### src/rtl/enet_regbank.sv
module enet_regbank #(
  parameter int NREG  = 32,
  parameter int NFILT = 16,
  localparam int AW = $clog2(NREG),
  localparam int FW = $clog2(NFILT)
) (
  input  logic          clk,
  input  logic          rst_n,
  input  logic [AW-1:0] reg_idx,
  input  logic          wr_en,
  input  logic [15:0]   wr_data,
  input  logic          rd_en,
  output logic [15:0]   rd_data,
  input  logic [15:0]   stat_set,
  input  logic          filt_wr_en,
  input  logic [FW-1:0] filt_wr_idx,
  input  logic [47:0]   filt_wr_data,
  output logic [15:0]   act,
  output logic          irq
);
  localparam logic [AW-1:0] I_CMD = AW'(0), I_DCFG = AW'(1), I_DCFG2 = AW'(2),
    I_RXC = AW'(3), I_TXC = AW'(4), I_IMASK = AW'(5), I_ISTAT = AW'(6),
    I_RSA = AW'(7), I_REA = AW'(8), I_RRP = AW'(9), I_RWP = AW'(10),
    I_CRC = AW'(11), I_FAE = AW'(12), I_MPT = AW'(13), I_SEL = AW'(14),
    I_AP0 = AW'(15), I_AP1 = AW'(16), I_AP2 = AW'(17), I_REV = AW'(18),
    I_MDT = AW'(19);
  localparam int GEN_BASE = 20;
  localparam logic [15:0] CMD_MASK = 16'h03BF;
  localparam logic [15:0] CMD_RST_VAL = 16'h0094;
  localparam logic [15:0] REV_VAL = 16'h0004;
  localparam int RBE = 5;

  logic [15:0] cmd_q, dcfg_q, dcfg2_q, rxc_q, txc_q, imask_q, istat_q;
  logic [15:0] rsa_q, rea_q, rrp_q, rwp_q, crc_q, fae_q, mpt_q;
  logic [FW-1:0] sel_q;
  logic [47:0] filt_q [NFILT];
  logic [15:0] gen_q [NREG];

  wire in_rst = cmd_q[7];
  wire wc = wr_en && reg_idx == I_CMD;
  wire leave = wc && in_rst && !wr_data[7];
  wire issue = wc && !leave;
  wire [15:0] cbits = wr_data & CMD_MASK;
  wire [15:0] clr = (wr_en && reg_idx == I_ISTAT) ? (wr_data & istat_q) : 16'h0;
  wire rsrc_go = (issue && cbits[8]) || clr[RBE];
  wire [15:0] pmask = dcfg_q[5] ? 16'hFFFC : 16'hFFFE;
  wire [15:0] step = dcfg_q[5] ? 16'd16 : 16'd8;
  wire [15:0] rrp_adv = rrp_q + step;
  wire [15:0] rrp_nx = (rrp_adv == rea_q) ? rsa_q : rrp_adv;
  wire rbe_set = rsrc_go && rrp_nx == rwp_q;

  function automatic logic [15:0] cmd_update(input logic [15:0] cur, input logic [15:0] b);
    logic [15:0] c;
    c = cur | (b & ~16'h0100);
    if (b[2] && !b[3]) c[3] = 1'b0;
    if (b[3]) c[2] = 1'b0;
    if (b[4] && !b[5]) c[5] = 1'b0;
    if (b[5]) c[4] = 1'b0;
    if (b[7]) begin
      c[0] = 1'b0; c[1] = 1'b0; c[8] = 1'b0; c[9] = 1'b0;
      c[7] = 1'b1; c[2] = 1'b1;
    end
    return c;
  endfunction

  function automatic logic wr_to(input logic [AW-1:0] i);
    return wr_en && reg_idx == i;
  endfunction

  always_ff @(posedge clk) begin
    if (!rst_n) begin
      cmd_q <= CMD_RST_VAL;
      act   <= '0;
    end else begin
      if (leave) cmd_q <= cmd_q & ~16'h0080;
      else if (issue) cmd_q <= cmd_update(cmd_q, cbits);
      act <= (issue ? cbits : 16'h0) | (clr[RBE] ? 16'h0100 : 16'h0);
    end
  end

  always_ff @(posedge clk) begin
    if (!rst_n) begin
      dcfg_q <= '0; dcfg2_q <= '0; rxc_q <= '0; txc_q <= '0; imask_q <= '0;
      crc_q <= '0; fae_q <= '0; mpt_q <= '0; sel_q <= '0;
    end else begin
      if (wr_to(I_DCFG) && in_rst)  dcfg_q  <= wr_data & 16'hBFFF;
      if (wr_to(I_DCFG2) && in_rst) dcfg2_q <= wr_data & 16'hF017;
      if (wr_to(I_RXC))   rxc_q   <= wr_data & 16'hFFE0;
      if (wr_to(I_TXC))   txc_q   <= wr_data & 16'hF000;
      if (wr_to(I_IMASK)) imask_q <= wr_data & 16'h7FFF;
      if (wr_to(I_CRC))   crc_q   <= ~wr_data;
      if (wr_to(I_FAE))   fae_q   <= ~wr_data;
      if (wr_to(I_MPT))   mpt_q   <= ~wr_data;
      if (wr_to(I_SEL))   sel_q   <= wr_data[FW-1:0];
    end
  end

  always_ff @(posedge clk) begin
    if (!rst_n) begin
      istat_q <= '0;
      rsa_q <= '0; rea_q <= '0; rrp_q <= '0; rwp_q <= '0;
    end else begin
      istat_q <= (istat_q & ~clr) | (stat_set & 16'h7FFF) | (16'(rbe_set) << RBE);
      if (wr_to(I_RSA)) rsa_q <= wr_data & pmask;
      if (wr_to(I_REA)) rea_q <= wr_data & pmask;
      if (wr_to(I_RWP)) rwp_q <= wr_data & pmask;
      if (rsrc_go) rrp_q <= rrp_nx;
      else if (wr_to(I_RRP)) rrp_q <= wr_data & pmask;
    end
  end

  always_ff @(posedge clk) begin
    if (!rst_n) begin
      for (int g = 0; g < NREG; g++) gen_q[g] <= '0;
      for (int f = 0; f < NFILT; f++) filt_q[f] <= '0;
    end else begin
      for (int g = GEN_BASE; g < NREG; g++)
        if (wr_en && reg_idx == AW'(g)) gen_q[g] <= wr_data;
      if (filt_wr_en) filt_q[filt_wr_idx] <= filt_wr_data;
    end
  end

  wire [47:0] ent = filt_q[sel_q];
  logic [15:0] rmux;

  always_comb begin
    case (reg_idx)
      I_CMD:   rmux = cmd_q;
      I_DCFG:  rmux = dcfg_q;
      I_DCFG2: rmux = dcfg2_q;
      I_RXC:   rmux = rxc_q;
      I_TXC:   rmux = txc_q;
      I_IMASK: rmux = imask_q;
      I_ISTAT: rmux = istat_q;
      I_RSA:   rmux = rsa_q;
      I_REA:   rmux = rea_q;
      I_RRP:   rmux = rrp_q;
      I_RWP:   rmux = rwp_q;
      I_CRC:   rmux = crc_q;
      I_FAE:   rmux = fae_q;
      I_MPT:   rmux = mpt_q;
      I_SEL:   rmux = 16'(sel_q);
      I_AP0:   rmux = in_rst ? ent[15:0]  : 16'h0;
      I_AP1:   rmux = in_rst ? ent[31:16] : 16'h0;
      I_AP2:   rmux = in_rst ? ent[47:32] : 16'h0;
      I_REV:   rmux = REV_VAL;
      I_MDT:   rmux = 16'h0;
      default: rmux = gen_q[reg_idx];
    endcase
  end

  always_ff @(posedge clk) begin
    if (!rst_n) rd_data <= '0;
    else if (rd_en) rd_data <= rmux;
  end

  assign irq = |(istat_q & imask_q);
endmodule

### config.mk
export PLATFORM = sky130hd
export DESIGN_NAME = enet_regbank
export DESIGN_NICKNAME = d
export VERILOG_FILES = /design/src/rtl/enet_regbank.sv
export SDC_FILE = /design/constraint.sdc
export NUM_CORES = 2
export LEC_CHECK = 0
export ABC_AREA = 1
export BUFFER_PORTS_ARGS = -buffer_cell sky130_fd_sc_hd__buf_2
export CAP_MARGIN = 10
export CORE_ASPECT_RATIO = 1.1
export CORE_UTILIZATION = 30
export CTS_CLUSTER_DIAMETER = 40
export DETAILED_ROUTE_END_ITERATION = 10
export SLEW_MARGIN = 20
export SYNTH_ARGS = -nofsm -noshare
export SYNTH_HDL_FRONTEND = slang
export SYNTH_SLANG_ARGS = --single-unit
### constraint.sdc
create_clock -name clk -period 2.64 [get_ports clk]
set_input_delay 0.132 -clock clk [delete_from_list [all_inputs] [get_ports clk]]
set_output_delay 0.132 -clock clk [all_outputs]
set_load 0.02 [all_outputs]
==> flow_metrics.tcl <==
set metrics [dict create \
    die_h_um 437 \
    start_kind "register" \
    synth_cell_types 53 \
    cp_slowest_cell "fa_2" \
    syn-cell-area_um2 51700 \
    worstMarginPinSlew_ns 1.00 \
    gp_congestion 0.960 \
    areaGrowthSynthToFinish_pct 25.6 \
    antenna_left 0 \
    critPathKind "register to register" \
    slowest_delay_ns 0.56 \
    max-slew-margin-rel 0.331 \
    final_max_slew_viol_count 0 \
    drive_gt1_frac 0.168 \
    fin_ws_ns -0.263 \
    crit_start "dcfg_q[5]$_SDFFE_PN0P_" \
    cts-root-buf "clkbuf_16" \
    coreArea_um2 171000 \
    min_from "filt_wr_data[26]" \
    cts_tree "done" \
    io_pins 127 \
    fillCellCount 16657 \
    synth-edff-count 960 \
    grt_use_total 0.212 \
    end_kind "register" \
    crit_top_cell "nand2_1" \
    total_leakage_power_nw 24.1 \
    max_freq_mhz 344 \
    ir_drop_mv 0.660 \
    pre_cts_slack_ns -0.287 \
    grt_max_degree 150 \
    post-route-util 0.380 \
    antenna_found_initial 11 \
    totalWireLength_um 191000 \
    powerDensity_nw_per_um2 724 \
    timing.final.crit_share 1.10 \
    synth_warnings 0 \
    htreeDepth 4 \
    fin_skew_ns 0.0277 \
    rsz0062_at_grt "true" \
    start_util 0.302 \
    drv_cap 0 \
    crit_family "simple AND/OR/NAND/NOR gates" \
    grt_pass1_wl_um 274000 \
    wl_per_cell_um 24.0 \
    hold_ws_ns 0.0375 \
    critPathBufInv 4 \
    clockBufferDepth 3 \
    arrival_ns 3.55 \
    die-area_um2 174000 \
    cp_max_fo 6 \
    viasPerCell 5.43 \
    critPathRequiredTime_ns 3.29 \
    synth-async-reset-ratio 0 \
    seq_area_frac_synth 0.643 \
    synth_ff_type "edfxtp_1" \
    syn_inst 5198 \
    rrSetupSlack_ns -0.26 \
    violations "setup timing" \
    synth-seq-cells 1179 \
    route.detailed.drc 0 \
    drt_first_pass_iters 6 \
    grt_overflow 0 \
    status "finished, violations left" \
    first_iter_violations 4877 \
    finalHoldViolCount 0 \
    cp_cell_sequence "inv_4, ha_4, inv_2, fa_2, o22ai_2, nor2_1, nand3_1, nor2_1, nand2_2, nor2_4, buf_4, nand4_1, buf_4, nand2_1, nand2_1, nand2_1, nor2_2, nand2_1, nor2_1, nand2_1, a21oi_1" \
    clock_latency_ns 0.78 \
    grt_pass1_vias 41258 \
    final.setup.tns_ns -0.459 \
    finalCriticalPeriod_ns 2.90 \
    avgSynthCellArea_um2 9.94 \
    synth.top_cell.area_share 0.558 \
    die_w_um 398 \
    fin_nets 5650 \
    cts_buffers 167 \
    synth.largest_area_cell "edfxtp_1" \
    r2r-start "dcfg_q[5]$_SDFFE_PN0P_" \
    ys_top_cells_by_area "edfxtp_1, nor2_1, dfxtp_1, o21ai_0, nand2_1" \
    io_buffers 118 \
    vias 43143 \
    clock-sinks 1179 \
    clk_pin_slew_worst_paths_ns 0.06 \
    row_count 159 \
    setup-violations-final 9 \
    hpwlAfterDp_um 116000 \
    hold_path_class "input pin to register" \
]
==> repair_timing <==
item / in CTS / in global routing
resized for setup: 46 / 133
hold buffers: 83 / 0
pin swaps: 24 / 40
hold endpoints to repair: 782 / 0
setup buffers: 12 / 15
cloned: 1 / 7
endpoints found under the setup margin: 16 / 31
==> area by class of cell <==
class                           instances  area, µm²  share of cell area
Antenna cell                            2       5.00           0.0000771
Clock buffer                          203       4540              0.0700
Clock inverter                        104       1170              0.0180
Inverter                              234        921              0.0142
Multi-Input combinational cell       3356      16600               0.256
Sequential cell                      1179      33200               0.512
Tap cell                             2254       2820              0.0434
Timing Repair Buffer                  614       5600              0.0862
Timing Repair inverter                  1       11.3            0.000173
==> worst reg2reg max path, stage by stage, from the launching register on <==
cell and delay (ns):
dfxtp_2 0.33, inv_4 0.07, ha_4 0.13, inv_2 0.04, fa_2 0.56, o22ai_2 0.08
nor2_1 0.10, nand3_1 0.09, nor2_1 0.13, nand2_2 0.07, nor2_4 0.24, buf_4 0.20
nand4_1 0.13, buf_4 0.16, nand2_1 0.07, nand2_1 0.06, nand2_1 0.08, nor2_2 0.05
nand2_1 0.06, nor2_1 0.04, nand2_1 0.06, a21oi_1 0.06
==> synthesized netlist by cell type, types with 6 or more instances <==
library cell  number
and3_1             8
nand4_1           37
nor2_1          1377
nand2_1          455
clkbuf_1         399
nand3_1          176
a31oi_1           46
o31ai_1            6
o22ai_1           60
a221oi_1          23
inv_1            207
o211ai_1          33
o221ai_1         149
clkinv_1          16
a21oi_1          267
dfxtp_1          219
buf_1             17
buf_2              9
nor3_1            19
inv_2             11
o21ai_0          560
nor2_2             6
a32o_1            21
edfxtp_1         960
a22oi_1           49
buf_4             10
==> power by group <==
| part | total, W | leakage, nW | internal (W) | switching, W |
|---|---|---|---|---|
| sequential | 0.0213 | 10.9 | 0.0210 | 0.000298 |
| combinational | 0.00280 | 10.4 | 0.000805 | 0.00199 |
| clock | 0.0229 | 2.76 | 0.0141 | 0.00879 |
| total | 0.0470 | 24.1 | 0.0359 | 0.0111 |
==> placed cells by master (no fill, tap or decap), types with 12 or more instances in the layout <==
cell / netlist / routed
nand2_4: 0 / 31
a32o_1: 21 / 20
nor2_1: 1377 / 1370
nand3_1: 176 / 163
o21ai_0: 560 / 506
a21oi_1: 267 / 256
inv_1: 207 / 203
inv_6: 0 / 14
clkinv_2: 0 / 20
buf_4: 10 / 320
nor3_1: 19 / 16
nand2_1: 455 / 399
o211ai_1: 33 / 33
inv_2: 11 / 12
buf_12: 0 / 66
buf_2: 9 / 117
o221ai_1: 149 / 145
clkinv_1: 16 / 36
buf_6: 1 / 16
clkinvlp_4: 0 / 14
dfxtp_1: 219 / 214
nand2_2: 4 / 29
clkbuf_1: 399 / 20
bufinv_16: 0 / 18
a31oi_1: 46 / 46
clkbuf_16: 0 / 179
o22ai_1: 60 / 59
edfxtp_1: 960 / 960
dlygate4sd3_1: 0 / 83
nand4_1: 37 / 37
a22oi_1: 49 / 49
o21ai_1: 1 / 44
a221oi_1: 23 / 23
==> final timing paths <==
path,cells after the start,endpoint
max,21,istat_q[5]$_SDFF_PN0_
min,3,filt_q[15][26]$_SDFFCE_PN0P_
max reg2reg,21,istat_q[5]$_SDFF_PN0_
min reg2reg,2,crc_q[2]$_SDFFE_PN0P_
==> stage by stage <==
step,instance area (µm²),power (W),instances
after CTS,64200,0.0471,7923
after detailed placement,57400,0.0243,7523
after global placement,57400,0.0242,7523
after global routing,64900,0.0482,7946
after floorplan,51700,0.0229,5204
final,64900,0.0470,7947
==> flip-flops by register name, summed over array words and instances (netlist names), 16 cells and up, named ones only <==
signal,flops
fae_q,16
istat_q,16
rrp_q,16
gen_q,192
crc_q,16
rd_data,16
filt_q,768
mpt_q,16
==> metal layers <==
metal	global-route usage	wire length (µm)
met5	0	92
met4	0.0948	8630
met3	0.0468	18900
met2	0.339	88000
met1	0.272	75400
==> cells by family (layout without fill, tap and decap cells) <==
group                    count (synthesis)  count (layout)  synth area share
AO/OA/AOI/OAI                         1240            1240             0.143
XOR/XNOR                                 7               7           0.00145
adder cells (fa/ha/maj)                  3               3          0.000872
buffers and inverters                  670            1156            0.0498
flip-flops                            1179            1179             0.643
other                                    1               9         0.0000726
AND/OR/NAND/NOR                       2098            2099             0.162
Note: power is estimated with default switching activity, not from simulation.
